[config.mk]
export PLATFORM = sky130hd
export DESIGN_NAME = serrx_top
export DESIGN_NICKNAME = d
export VERILOG_FILES = /design/src/rtl/serrx_pkg.sv /design/src/rtl/serrx_sampler.sv /design/src/rtl/serrx_fifo.sv /design/src/rtl/serrx_top.sv
export SDC_FILE = /design/constraint.sdc
export NUM_CORES = 1
export LEC_CHECK = 0
export BUFFER_PORTS_ARGS = -buffer_cell sky130_fd_sc_hd__buf_2
export CAP_MARGIN = 20
export CORE_MARGIN = 2
export CORE_UTILIZATION = 34
export DETAILED_ROUTE_END_ITERATION = 7
export SLEW_MARGIN = 20
export SYNTH_ARGS = -nofsm -noshare
export SYNTH_HDL_FRONTEND = slang
export SYNTH_SLANG_ARGS = --single-unit
export TNS_END_PERCENT = 10
[constraint.sdc]
create_clock -name clk -period 4.4 [get_ports clk]
set_clock_uncertainty 0.15 [all_clocks]
set_input_delay 0.88 -clock clk [delete_from_list [all_inputs] [get_ports clk]]
set_output_delay 0.88 -clock clk [all_outputs]
set_load 0.01 [all_outputs]
[src/rtl/serrx_pkg.sv]
package serrx_pkg;

  typedef enum logic [2:0] {
    ST_IDLE,
    ST_START,
    ST_DATA,
    ST_PAR,
    ST_STOP,
    ST_WAITHI
  } rx_state_t;

  // tag layout: bit0 parity, bit1 framing, bit2 break
  typedef struct packed {
    logic brk;
    logic frm;
    logic par;
  } rx_err_t;

  localparam int ERR_W  = 3;
  localparam int BYTE_W = 8;

endpackage

[src/rtl/serrx_sampler.sv]
module serrx_sampler
  import serrx_pkg::*;
#(
  parameter int OSR = 16
) (
  input  logic        clk,
  input  logic        rst,
  input  logic        tick,
  input  logic        rxd_async,
  input  logic [1:0]  cfg_len,
  input  logic        cfg_par_en,
  input  logic        cfg_par_odd,
  output logic        chr_push,
  output logic [7:0]  chr_data,
  output rx_err_t     chr_err
);

  localparam int CW = $clog2(OSR);
  localparam logic [CW-1:0] MID  = CW'(OSR / 2 - 1);
  localparam logic [CW-1:0] LAST = CW'(OSR - 1);

  logic       s1, s2;
  rx_state_t  state;
  logic [CW-1:0] tcnt;
  logic [2:0] bidx;
  logic [2:0] last_idx;
  logic [7:0] shreg;
  logic       par_q;
  logic [1:0] len_q;
  logic       pen_q;
  logic       podd_q;
  logic       exp_par;
  rx_err_t    err_nx;

  // two-flop synchronizer, idle high
  always_ff @(posedge clk) begin
    if (rst) begin
      s1 <= 1'b1;
      s2 <= 1'b1;
    end else begin
      s1 <= rxd_async;
      s2 <= s1;
    end
  end

  assign last_idx = 3'd4 + {1'b0, len_q};
  assign exp_par  = (^shreg) ^ podd_q;

  always_comb begin
    err_nx.par = pen_q && (par_q != exp_par);
    err_nx.frm = !s2;
    err_nx.brk = !s2 && (shreg == 8'h00) && (!pen_q || !par_q);
  end

  always_ff @(posedge clk) begin
    if (rst) begin
      state    <= ST_IDLE;
      tcnt     <= '0;
      bidx     <= '0;
      shreg    <= '0;
      par_q    <= 1'b0;
      len_q    <= 2'd3;
      pen_q    <= 1'b0;
      podd_q   <= 1'b0;
      chr_push <= 1'b0;
      chr_data <= '0;
      chr_err  <= '0;
    end else begin
      chr_push <= 1'b0;
      if (state == ST_WAITHI) begin
        if (s2) state <= ST_IDLE;
      end else if (tick) begin
        case (state)
          ST_IDLE: begin
            if (!s2) begin
              state  <= ST_START;
              tcnt   <= '0;
              len_q  <= cfg_len;
              pen_q  <= cfg_par_en;
              podd_q <= cfg_par_odd;
            end
          end
          ST_START: begin
            if (tcnt == MID) begin
              tcnt  <= '0;
              bidx  <= '0;
              shreg <= '0;
              par_q <= 1'b0;
              state <= s2 ? ST_IDLE : ST_DATA;
            end else begin
              tcnt <= tcnt + 1'b1;
            end
          end
          ST_DATA: begin
            if (tcnt == LAST) begin
              tcnt        <= '0;
              shreg[bidx] <= s2;
              if (bidx == last_idx) state <= pen_q ? ST_PAR : ST_STOP;
              else                  bidx  <= bidx + 1'b1;
            end else begin
              tcnt <= tcnt + 1'b1;
            end
          end
          ST_PAR: begin
            if (tcnt == LAST) begin
              tcnt  <= '0;
              par_q <= s2;
              state <= ST_STOP;
            end else begin
              tcnt <= tcnt + 1'b1;
            end
          end
          ST_STOP: begin
            if (tcnt == LAST) begin
              tcnt     <= '0;
              chr_push <= 1'b1;
              chr_data <= shreg;
              chr_err  <= err_nx;
              state    <= s2 ? ST_IDLE : ST_WAITHI;
            end else begin
              tcnt <= tcnt + 1'b1;
            end
          end
          default: state <= ST_IDLE;
        endcase
      end
    end
  end

  AST_START_REJECT: assert property (@(posedge clk) disable iff (rst)
    (state == ST_START && tick && tcnt == MID && s2) |=> (state == ST_IDLE && !chr_push));
  AST_UPPER_ZERO: assert property (@(posedge clk) disable iff (rst)
    (chr_push && len_q == 2'd0) |-> (chr_data[7:5] == 3'b000));
  AST_NO_PAR_ERR_OFF: assert property (@(posedge clk) disable iff (rst)
    (chr_push && !pen_q) |-> !chr_err.par);
  AST_BRK_HAS_FRM: assert property (@(posedge clk) disable iff (rst)
    (chr_push && chr_err.brk) |-> chr_err.frm);
  AST_WAIT_HIGH: assert property (@(posedge clk) disable iff (rst)
    (state == ST_WAITHI && !s2) |=> (state == ST_WAITHI));

endmodule

[src/rtl/serrx_fifo.sv]
module serrx_fifo #(
  parameter int DW    = 11,
  parameter int DEPTH = 16,
  parameter int LW    = $clog2(DEPTH + 1)
) (
  input  logic          clk,
  input  logic          rst,
  input  logic          wr_req,
  input  logic [DW-1:0] wr_data,
  input  logic          rd_req,
  input  logic          ovr_clr,
  output logic [DW-1:0] rd_data,
  output logic          rd_valid,
  output logic [LW-1:0] count,
  output logic          ovr
);

  localparam int AW = (DEPTH > 1) ? $clog2(DEPTH) : 1;
  localparam logic [LW-1:0] FULL_CNT = LW'(DEPTH);
  localparam logic [AW-1:0] TOP_PTR  = AW'(DEPTH - 1);

  logic [DW-1:0] mem [DEPTH];
  logic [AW-1:0] wptr, rptr;
  logic full, empty, rd_ok, wr_ok;

  assign full  = (count == FULL_CNT);
  assign empty = (count == '0);
  assign rd_ok = rd_req && !empty;
  assign wr_ok = wr_req && (!full || rd_ok);

  // storage without reset so it maps to block RAM
  always_ff @(posedge clk) begin
    if (wr_ok) mem[wptr] <= wr_data;
    if (rd_ok) rd_data <= mem[rptr];
  end

  always_ff @(posedge clk) begin
    if (rst) begin
      wptr     <= '0;
      rptr     <= '0;
      count    <= '0;
      rd_valid <= 1'b0;
      ovr      <= 1'b0;
    end else begin
      rd_valid <= rd_ok;
      if (wr_ok) wptr <= (wptr == TOP_PTR) ? '0 : wptr + 1'b1;
      if (rd_ok) rptr <= (rptr == TOP_PTR) ? '0 : rptr + 1'b1;
      case ({wr_ok, rd_ok})
        2'b10:   count <= count + 1'b1;
        2'b01:   count <= count - 1'b1;
        default: count <= count;
      endcase
      if (wr_req && !wr_ok) ovr <= 1'b1;
      else if (ovr_clr)     ovr <= 1'b0;
    end
  end

  AST_NO_OVERFLOW: assert property (@(posedge clk) disable iff (rst)
    count <= FULL_CNT);
  AST_EMPTY_POP: assert property (@(posedge clk) disable iff (rst)
    (rd_req && count == '0) |=> !rd_valid);
  AST_DROP_FLAGS: assert property (@(posedge clk) disable iff (rst)
    (wr_req && full && !rd_req) |=> (ovr && count == FULL_CNT));
  AST_COLLIDE_KEEP: assert property (@(posedge clk) disable iff (rst)
    (wr_req && rd_req && full && !ovr) |=> (count == FULL_CNT && !ovr));

endmodule

[src/rtl/serrx_top.sv]
module serrx_top
  import serrx_pkg::*;
#(
  parameter int OSR   = 16,
  parameter int DEPTH = 16
) (
  input  logic                         clk,
  input  logic                         rst,
  input  logic                         os_tick,
  input  logic                         rxd,
  input  logic [1:0]                   cfg_len,
  input  logic                         cfg_par_en,
  input  logic                         cfg_par_odd,
  input  logic [$clog2(DEPTH+1)-1:0]   cfg_thresh,
  input  logic                         rd_en,
  input  logic                         ovr_clr,
  output logic                         rd_valid,
  output logic [BYTE_W-1:0]            rd_data,
  output logic [ERR_W-1:0]             rd_err,
  output logic [$clog2(DEPTH+1)-1:0]   level,
  output logic                         irq,
  output logic                         ovr_flag
);

  localparam int LW = $clog2(DEPTH + 1);
  localparam int DW = BYTE_W + ERR_W;

  logic          push;
  logic [7:0]    pdata;
  rx_err_t       perr;
  logic [DW-1:0] qout;

  serrx_sampler #(.OSR(OSR)) u_smp (
    .clk        (clk),
    .rst        (rst),
    .tick       (os_tick),
    .rxd_async  (rxd),
    .cfg_len    (cfg_len),
    .cfg_par_en (cfg_par_en),
    .cfg_par_odd(cfg_par_odd),
    .chr_push   (push),
    .chr_data   (pdata),
    .chr_err    (perr)
  );

  serrx_fifo #(.DW(DW), .DEPTH(DEPTH), .LW(LW)) u_q (
    .clk     (clk),
    .rst     (rst),
    .wr_req  (push),
    .wr_data ({perr, pdata}),
    .rd_req  (rd_en),
    .ovr_clr (ovr_clr),
    .rd_data (qout),
    .rd_valid(rd_valid),
    .count   (level),
    .ovr     (ovr_flag)
  );

  assign rd_data = qout[BYTE_W-1:0];
  assign rd_err  = qout[DW-1:BYTE_W];

  always_ff @(posedge clk) begin
    if (rst) irq <= 1'b0;
    else     irq <= (cfg_thresh != '0) && (level >= cfg_thresh);
  end

  AST_IRQ_RISE: assert property (@(posedge clk) disable iff (rst)
    $rose(irq) |-> ($past(cfg_thresh) != '0 && $past(level) >= $past(cfg_thresh)));
  AST_IRQ_EMPTY: assert property (@(posedge clk) disable iff (rst)
    (level == '0) |=> !irq);

endmodule

After elaboration in Yosys (flattened, before gate mapping)
Memory sizes are Yosys's and may differ from the RTL's. A register that Yosys moved wholly into a read port is not among the register bits.
Index checks and enable logic that the tools add are counted.
{"block": "totals", "ff_bits": 53, "mem_bits_rw": 176, "input_bits": 15, "output_inout_bits": 19, "elab_cells": 137, "mem_count": 1}
{"block": "classes", "add_sub_neg": 7, "magnitude_cmp": 3, "n_eq_ne": 26, "mux": 38, "bitwise_logic": 5, "reduce_logical": 36}
{"memory": "u_q.mem", "depth": 16, "width": 11, "rd": 1, "rd_clocked_by_memory_dff": 1, "write_ports": 1, "line_no": "serrx_fifo.sv:22", "rtl": "logic [DW-1:0] mem [DEPTH];"}
{"operator": "3-bit 2-to-1 mux", "n": 14}
{"operator": "4-bit 2-to-1 mux", "n": 5}
{"operator": "8-bit 2-to-1 mux", "n": 2}
{"operator": "8-bit case mux with 2 select lines", "n": 1}
{"operator": "3-bit by 1-bit != test with 1-bit output (second input constant)", "n": 5}
{"operator": "3-bit case mux with 5 select lines", "n": 1}
{"operator": "4-bit by 1-bit adder with 4-bit output (second input constant)", "n": 3}
{"operator": "4-bit equality test (second input constant)", "n": 3}
{"operator": "4-bit case mux with 3 select lines", "n": 1}
{"operator": "4-bit AND reduction", "n": 3}
{"operator": "5-bit case mux with 2 select lines", "n": 1}
{"operator": "5-bit AND reduction", "n": 2}
{"operator": "2-bit nonzero test", "n": 5}
{"operator": "8-bit bitwise mux", "n": 1}
{"operator": "1-bit logical AND", "n": 8}
{"operator": "8-bit logical NOT", "n": 1}
{"operator": "1-bit 2-to-1 mux", "n": 8}
{"operator": "2-bit by 1-bit != test with 1-bit output (second input constant)", "n": 4}
{"operator": "8-bit AND reduction", "n": 1}
{"operator": "8-bit parity", "n": 1}
{"operator": "3-bit by 2-bit equality test with 1-bit output (second input constant)", "n": 2}
{"operator": "3-bit equality test (second input constant)", "n": 2}
{"operator": "1-bit logical NOT", "n": 6}
{"operator": "3-bit case mux with 2 select lines", "n": 1}
{"operator": "other kinds (29)", "n": 34}

Longest topological paths before layout
Gate-level depths: netlist of run 1.
{"block": "depth", "word_depth": 8, "mapped_depth": 12, "ltp_nobuf": 11}

Modules after synthesis
A second synthesis of run 1 with hierarchy kept.
{"block": "unflattened", "hier_cells": 707, "area_unflattened_um2": 10102.2}
{"mod": "serrx_fifo", "instances": 1, "cells_each": 461, "area_each_um2": 8072.7, "seq_area_each_um2": 5915.7}
{"mod": "serrx_sampler", "instances": 1, "cells_each": 226, "area_each_um2": 1875.5, "seq_area_each_um2": 740.7}
{"mod": "serrx_top", "instances": 1, "cells_each": 20, "area_each_um2": 153.9, "seq_area_each_um2": 20.0}

Least setup slack after synthesis of run 1
No wires, ideal clock.
{"block": "synth_timing", "path_type": "reg-to-reg", "from": "register u_q.count[0]", "to": "register u_q.count[4]", "setup_ps": 71, "arrival_time_ps": 2933, "required_ps": 4179, "setup_slack_ps": 1247, "stages_incl_launch_ff": 13, "path_buffers": 1, "synth_period_minus_slack_ps": 3153, "path_cell_list": "dfxtp_1 > or4_4 > o31a_1 > buf_2 > inv_1 > ha_1 > inv_1 > fa_1 > nor2b_1 > o21ai_0 > and3_1 > or4_1 > a21oi_1"}
{"block": "synth_via", "elab_chain_len": 7}
{"item": "from (decl)", "line_no": "serrx_fifo.sv:14", "rtl": "output logic [LW-1:0] count,"}
{"item": "from (signal assigned)", "line_no": "serrx_fifo.sv:49", "rtl": "2'b10: count <= count + 1'b1;"}
{"item": "from (signal assigned)", "line_no": "serrx_fifo.sv:50", "rtl": "2'b01: count <= count - 1'b1;"}
{"item": "from (signal assigned)", "line_no": "serrx_fifo.sv:51", "rtl": "default: count <= count;"}
{"item": "5-bit logical NOT", "line_no": "serrx_fifo.sv:27", "rtl": "assign empty = (count == '0);"}
{"item": "1-bit logical NOT", "line_no": "serrx_fifo.sv:28", "rtl": "assign rd_ok = rd_req && !empty;"}
{"item": "1-bit logical AND", "line_no": "serrx_fifo.sv:28"}
{"item": "1-bit logical OR", "line_no": "serrx_fifo.sv:29", "rtl": "assign wr_ok = wr_req && (!full || rd_ok);"}
{"item": "1-bit logical AND", "line_no": "serrx_fifo.sv:29"}
{"item": "2-bit by 1-bit equality test with 1-bit output or 2-bit equality test (tied branches)", "line_no": "serrx_fifo.sv:48", "rtl": "case ({wr_ok, rd_ok})"}
{"item": "5-bit case mux with 2 select lines or 2-bit nonzero test (tied branches)"}
Several ways; a longest one is shown, not always the timed one.
A chain may end at the register's enable or synchronous reset.

Worst setup path in the final report of run 1
{"block": "layout_timing", "from": "register u_q.count[1]", "to": "register u_q.count[4]"}
Same word-level chain as after synthesis.

==> Flow_metrics.wiki, run 1 <==
{| class="wikitable"
! Metric !! Value
|-
| CP Max Fanout || 10
|-
| Cell types with the highest counts after synthesis || 187 x edfxtp_1, 63 x nor2_1, 53 x dfxtp_1, 50 x a21oi_1, 44 x mux4_2
|-
| Max Freq || between 200 and 300 MHz
|-
| Final routed DRC violation total || 0
|-
| Flip-flop cell with the highest count after synthesis || edfxtp_1
|-
| Warnings, synthesis || 0
|-
| Worst reg-to-reg path cell count || 11
|-
| Maximum clock insertion buffer count || 3
|-
| Crit path max-delay family || simple AND/OR/NAND/NOR gates
|-
| Number of vias per cell || 5.03
|-
| Vertical die dimension || 176 um
|-
| Share of the cycle needed by the critical path after routing || 0.758
|-
| Seq. cell area || around 0.0067 sq mm
|-
| Detail-routed net length per standard cell || 17.4 um
|-
| Tightest hold margin || roughly 0.26 ns
|-
| Terminus of the critical flop-to-flop path || u_q.count[4]
|-
| Number of vias after detailed routing || 5604
|-
| R2r startpoint || u_q.count[1]
|-
| Post-synthesis simple-gate area fraction || 0.0849
|-
| Filler instances || ~2700
|-
| Top Layer Used || met4
|-
| Number of instances resized during post-cts repair || 0
|-
| Post-synthesis adder-cell area fraction || 0.0269
|-
| Clock tree from TritonCTS || built
|-
| Post-Syn Area || 0.0100 sq mm
|-
| Status || finished, final reports clean
|-
| Compound-gate portion of the synthesized area || 0.0662
|-
| List of cells traversed by the critical path || or4_4 > o31a_1 > inv_1 > ha_1 > inv_1 > fa_1 > nor2b_1 > o21ai_0 > and3_1 > or4_1 > a21oi_1
|-
| Post-CTS clock slew at the launch and capture registers of the worst setup and hold paths || 0.06 ns
|-
| Share of the synthesized area in the top cell type || 0.560
|-
| Cell type with the highest occurrence count on the critical path || inv_1
|-
| Setup repair after global routing missed its margin || no
|-
| Type of the most critical hold path || flip-flop to flip-flop
|-
| Synthesis-to-layout area growth || 14.1%
|-
| Finish-stage setup viols || 0
|-
| Site row count || between 60 and 70
|-
| Antenna violations before repair || 0
|-
| Period minus WS final || 3.34 ns
|-
| CTS buffer count || 24
|-
| Worst hold path depth || 1
|-
| Share of synthesized area occupied by flip-flops and latches || 0.665
|-
| Slew @ Worst Pin || approximately 0.96 ns
|-
| Fraction of the core area covered by cells at the end of the flow || 0.397
|-
| Number of global-route vias before repair || about 5500
|-
| Relative slew slack || 0.355
|-
| Multi-input gate area in the final layout || 0.00309 sq mm
|-
| Reported max-cap violation count || 0
|-
| Slowest cell on the critical path || or4_4
|-
| Multiplexer share of the synthesized area || 0.117
|-
| Insertion delay of the later-clocked pin in the worst-skew pair || 0.51 ns
|-
| Starting Density || 0.348
|-
| Launching instance or port of the critical path || u_q.count[1]
|-
| Register bit count reported by yosys || 240
|-
| Cell accounting for the most synthesized area || edfxtp_1
|-
| LEAKAGE || 3.63 nW
|-
| Length of routed met2 wiring || 9.27 mm
|-
| Worst Setup Path Type || flip-flop to flip-flop
|-
| Final-report max-slew violation count || 0
|-
| Total buffers and inverters traversed by the critical path || 2
|-
| Cell depth of the worst setup path || 11
|-
| Critical path required time || 4.69 ns
|-
| ANT cells || 0
|-
| Setup TNS after final layout || 0 ns
|-
| Average cell area after synthesis || about 15 sq um
|-
| Die Wd || 176 um
|-
| Total GRT Usage || 0.128
|-
| Setup Buffers After CTS || 0
|-
| Proportion of layout cells with a drive suffix above 1 || 0.200
|-
| Worst ir drop on vdd || 0.000244 V
|-
| Startpoint kind of the worst setup timing path || flip-flop
|-
| Half-perimeter wire length after detailed placement || 12.4 mm
|-
| Xor and xnor fraction of the mapped netlist area || 0.0131
|-
| IO Pins || 34
|-
| Count of flip-flops with a built-in enable after synthesis || 187
|-
| Maximum level of the CTS H-tree || 1
|-
| Area enclosed by the die boundary || 0.0309 sq mm
|-
| Routed length on met3 || around 760 um
|-
| First-pass iteration count of the detailed router || 5
|-
| Syn Inst Count || 676
|-
| Most frequent cell after synthesis || edfxtp_1
|-
| Max stage delay on crit path || between 0.5 and 0.6 ns
|-
| Hold bufs inserted after CTS || 0
|-
| Endpoint type of the worst setup path || flip-flop
|-
| Top cells by area, synth || edfxtp_1 56%, dfxtp_1 11%, mux4_2 9.9%
|-
| Wire length reported by the detailed router || just under 20 mm
|-
| Placeable core area || 0.0289 sq mm
|-
| Number of I/O port buffers || 33
|-
| Iter 0 DRT Violations || 339
|-
| Largest family of logic cells by synthesized area || multiplexers
|-
| Final layout net count || between 700 and 800
|-
| FFs w/ async S/R, synth || 0
|-
| Wire length of the first global-routing pass || about 31 mm
|-
| Final GP Congestion || just under 0.8
|-
| Mapped Nets || approximately 710
|-
| Crit path DAT || roughly 3.6 ns
|-
| Pin count of the biggest net entering global routing || 50
|-
| Total congestion overflow after global routing || 0
|-
| Termination of the worst setup path || u_q.count[4]
|-
| Power density cells || 401 mW/mm^2
|-
| TritonCTS sink count || 240
|-
| Number of routed nets with antenna violations || 0
|-
| Post-synth cell types || 57
|-
| Register-to-Register Setup Slack || between 1 and 1.5 ns
|-
| Detailed-routing wirelength on met1 || about 9 mm
|-
| Number of failing hold endpoints at the final stage || 0
|-
| Root cell of the clock tree || clkbuf_16
|}
## per-layer routing
| layer | GRT usage | vias to the layer above |
|---|---|---|
| met5 | 0 | - |
| met4 | 0.0244 | 0 |
| met3 | 0.0206 | 21 |
| li1 | - | 2652 |
| met1 | 0.179 | 2822 |
| met2 | 0.214 | 109 |
## placed cells by master (no fill, tap or decap), drive strengths merged, types with 15 or more instances in the layout
cell type and count:
a21oi 50, buf 52, clkbuf 28, dfxtp 53, edfxtp 187, ha 20
inv 28, mux2i 18, mux4 44, nand2 30, nor2 64, nor2b 20
o21ai 15
## layout make-up
| class | instances | area share |
|---|---|---|
| flip-flops and latches | 240 | 0.584 |
| multi-input cells | 371 | 0.270 |
| inverters | 26 | 0.00852 |
| clock buffers | 28 | 0.0583 |
| clock inverters | 13 | 0.0110 |
| repair buffers | 52 | 0.0269 |
| well taps | 384 | 0.0420 |
## kinds of logic (layout without fill, tap and decap cells)
group                    count (synthesis)  in the layout
adder cells (fa/ha/maj)                 21             21
AO/OA/AOI/OAI                          105            105
multiplexers                            62             62
buffers and inverters                   65            119
XOR/XNOR                                15             15
AND/OR/NAND/NOR                        168            168
flip-flops                             240            240
## stage by stage
step           total power, W  cells  setup slack [ns]  cell area (sq um)
2_1_floorplan         0.00259    676              1.25              10000
3_3_place_gp          0.00262   1073             0.980              10700
3_5_place_dp          0.00262   1073             0.994              10700
4_1_cts               0.00465   1114              1.07              11500
5_1_grt               0.00475   1114             0.830              11500
6_report              0.00460   1114              1.06              11500
## flip-flops by register name, summed over array words and instances, names as in the netlist, 2 cells and up
signal,count
u_q.count,5
u_q.mem,176
u_q.rd_data,11
u_q.rptr,4
u_q.wptr,4
u_smp.bidx,3
u_smp.chr_data,8
u_smp.chr_err,3
u_smp.len_q,2
u_smp.shreg,8
u_smp.state,3
u_smp.tcnt,4
## report_power, final
group,switching [W],leakage (nW),internal [W]
clock network,0.000825,0.386,0.00120
logic,0.0000695,1.18,0.0000582
registers,0.0000251,2.06,0.00242
total,0.000920,3.63,0.00368
## how the worst min path moves through the flow
stage | slack [ns] | startpoint | to
2_1_floorplan | 0.24 | u_smp.s1 | u_smp.s2
3_3_place_gp | 0.24 | u_smp.s1 | u_smp.s2
3_5_place_dp | 0.25 | u_smp.s1 | u_smp.s2
4_1_cts | 0.26 | u_smp.s1 | u_smp.s2
5_1_grt | 0.27 | u_smp.s1 | u_smp.s2
6_report | 0.26 | u_smp.s1 | u_smp.s2
Power figures use the tool's default switching activity.
==> inputs of run 2 (changes only) <==
==> constraint.sdc (replaced) <==
create_clock -name clk -period 2.7 [get_ports clk]
set_clock_uncertainty 0.15 [all_clocks]
set_input_delay 0.54 -clock clk [delete_from_list [all_inputs] [get_ports clk]]
set_output_delay 0.54 -clock clk [all_outputs]
set_load 0.01 [all_outputs]
==> Flow_metrics.wiki, run 2 (synthesis gave the netlist of run 1 again) <==
{| class="wikitable"
! Metric !! Value
|-
| Status || finished, violations left (was finished, final reports clean)
|-
| Failing checks || setup timing
|-
| Post-CTS clock slew at the launch and capture registers of the worst setup and hold paths || 0.05 ns (was 0.06 ns)
|-
| CTS buffer count || 25 (was 24)
|-
| Worst Setup Path Type || flip-flop to flip-flop (unchanged)
|-
| Number of routed nets with antenna violations || 0 (unchanged)
|-
| Endpoint type of the worst setup path || flip-flop (unchanged)
|-
| Proportion of layout cells with a drive suffix above 1 || 0.235 (was 0.200)
|-
| Starting Density || 0.348 (unchanged)
|-
| Number of failing hold endpoints at the final stage || 0 (unchanged)
|-
| Filler instances || 2696 (was 2721)
|-
| ANT cells || 0 (unchanged)
|-
| Final-report max-slew violation count || 0 (unchanged)
|-
| Number of vias after detailed routing || 5559 (was 5604)
|-
| Half-perimeter wire length after detailed placement || 12.3 mm (was 12.4 mm)
|-
| Maximum level of the CTS H-tree || 1 (unchanged)
|-
| Setup TNS after final layout || -0.171 ns (was 0 ns)
|-
| Number of vias per cell || 4.88 (was 5.03)
|-
| IO Pins || 34 (unchanged)
|-
| Commonest non-fill, non-tap cells in the layout || 187 x edfxtp_1, 63 x nor2_1, 48 x a21oi_1, 48 x dfxtp_1, 44 x mux4_2 (was 187 x edfxtp_1, 63 x nor2_1, 50 x a21oi_1, 50 x dfxtp_1, 44 x mux4_2)
|-
| Crit path DAT || 3.16 ns (was 3.63 ns)
|-
| Total GRT Usage || 0.124 (was 0.128)
|-
| Area enclosed by the die boundary || 0.0309 sq mm (unchanged)
|-
| Placement Cell Area || 0.0109 sq mm (was 0.0107 sq mm)
|-
| LEAKAGE || 3.92 nW (was 3.63 nW)
|-
| Site row count || 62 (unchanged)
|-
| Share of the cycle needed by the critical path after routing || 1.06 (was 0.758)
|-
| Detail-routed net length per standard cell || 16.5 um (was 17.4 um)
|-
| Placeable core area || 0.0289 sq mm (unchanged)
|-
| Final GP Congestion || 0.783 (was 0.775)
|-
| Wire length of the first global-routing pass || 30.5 mm (was 31.2 mm)
|-
| Number of I/O port buffers || 33 (unchanged)
|-
| Reported max-cap violation count || 0 (unchanged)
|-
| CP Max Fanout || 3 (was 10)
|-
| Relative slew slack || 0.354 (was 0.355)
|-
| Die Wd || 176 um (unchanged)
|-
| Hold bufs inserted after CTS || 0 (unchanged)
|-
| Total congestion overflow after global routing || 0 (unchanged)
|-
| Vertical die dimension || 176 um (unchanged)
|-
| Number of global-route vias before repair || 5682 (was 5515)
|-
| Final routed DRC violation total || 0 (unchanged)
|-
| Synthesis-to-layout area growth || 16.3% (was 14.1%)
|-
| Pin count of the biggest net entering global routing || 49 (was 50)
|-
| Critical path required time || 2.99 ns (was 4.69 ns)
|-
| Antenna violations before repair || 0 (unchanged)
|-
| Final layout net count || 774 (was 751)
|-
| Register containing the most flip-flops in the final layout || u_q.mem (unchanged)
|-
| Finish-stage setup viols || 1 (was 0)
|-
| Startpoint kind of the worst setup timing path || flip-flop (unchanged)
|-
| Tightest hold margin || 0.0612 ns (was 0.260 ns)
|-
| Root cell of the clock tree || clkbuf_16 (unchanged)
|-
| Maximum clock insertion buffer count || 3 (unchanged)
|-
| Fraction of the core area covered by cells at the end of the flow || 0.404 (was 0.397)
|-
| Clock tree from TritonCTS || built (unchanged)
|-
| Insertion delay of the later-clocked pin in the worst-skew pair || 0.52 ns (was 0.51 ns)
|-
| TritonCTS sink count || 240 (unchanged)
|-
| Slew @ Worst Pin || 0.965 ns (was 0.963 ns)
|-
| Final standard cell area without fillers || 0.0117 sq mm (was 0.0115 sq mm)
|-
| Most common cell after layout, fill and taps aside || edfxtp_1 (unchanged)
|-
| Smallest setup slack after layout || -0.171 ns (was 1.06 ns)
|-
| Type of the most critical hold path || input pin to flip-flop (was flip-flop to flip-flop)
|-
| First-pass iteration count of the detailed router || 4 (was 5)
|-
| Max Freq || 348 MHz (was 300 MHz)
|-
| Iter 0 DRT Violations || 456 (was 339)
|-
| Period minus WS final || 2.87 ns (was 3.34 ns)
|-
| Worst ir drop on vdd || 0.000448 V (was 0.000244 V)
|-
| Wire length reported by the detailed router || 18.9 mm (was 19.4 mm)
|-
| Power density cells || 628 mW/mm^2 (was 401 mW/mm^2)
|-
| Setup repair after global routing missed its margin || yes (was no)
|-
| Registers with the highest flip-flop counts || u_q.mem: 176 flops, u_q.rd_data: 11 flops (unchanged)
|-
| Max reg flops || 176 (unchanged)
|}
run 2: cell types whose count changed in the layout (fill, tap and decap cells not counted), sizes merged:
cell	delta
buf	+22
clkbuf	+9
clkinv	-2
bufinv	-1
clkinvlp	-1
inv	-1
run 2: repair_timing:
item | CTS | global route
endpoints found under the setup margin | 1 | 2
gates cloned | 0 | 0
setup buffers | 1 | 0
hold endpoints to repair | 0 | 0
pin swaps | 6 | 3
resized for setup | 5 | 6
run 2: path summary, 6_finish.rpt:
check / from / endpoint / slack [ns] / depth (start not counted)
worst min register to register: u_smp.s1 / u_smp.s2 / 0.26 / 1
worst max-delay path: u_q.count[1] / u_q.count[4] / -0.17 / 11
worst max register to register: u_q.count[1] / u_q.count[4] / -0.17 / 11
worst min-delay path: rxd / u_smp.s1 / 0.06 / 2
run 2: critical path, stage by stage, from the launching register on:
cell     delay (ns)
dfxtp_4        0.33
or4_4          0.53
o31a_1         0.28
inv_2          0.07
ha_4           0.15
inv_2          0.04
fa_2           0.34
nor2b_2        0.16
o21ai_2        0.07
and3_4         0.15
or4_4          0.41
a21oi_2        0.12
run 2: report_power, final:
group	internal, W	switching, W
registers	0.00394	0.0000332
logic	0.000103	0.000125
clock network	0.00182	0.00131
total	0.00586	0.00147
run 2: stage by stage:
| stage | power (W) | instances | worst slack, ns |
|---|---|---|---|
| after detailed placement | 0.00428 | 1094 | -0.254 |
| final | 0.00733 | 1140 | -0.171 |
| after global placement | 0.00428 | 1094 | -0.242 |
| after global routing | 0.00761 | 1140 | -0.260 |
| after CTS | 0.00741 | 1140 | -0.181 |
| after floorplan | 0.00423 | 676 | -0.329 |
run 2: final cells by class:
cell class                      count  area (sq um)  share of cell area
Tap cell                          384           480              0.0412
Multi-Input combinational cell    371          3150               0.270
Sequential cell                   240          6690               0.573
Clock inverter                      8          76.3             0.00654
Inverter                           26          97.6             0.00836
Clock buffer                       37           671              0.0575
Timing Repair Buffer               74           510              0.0437
run 2: routing by layer:
metal / up-vias / track usage / part of all wire
li1: 2705 / - / -
met1: 2740 / 0.170 / 0.47
met2: 91 / 0.208 / 0.48
met3: 23 / 0.0240 / 0.040
met4: 0 / 0.0227 / 0.013
met5: - / 0 / 0
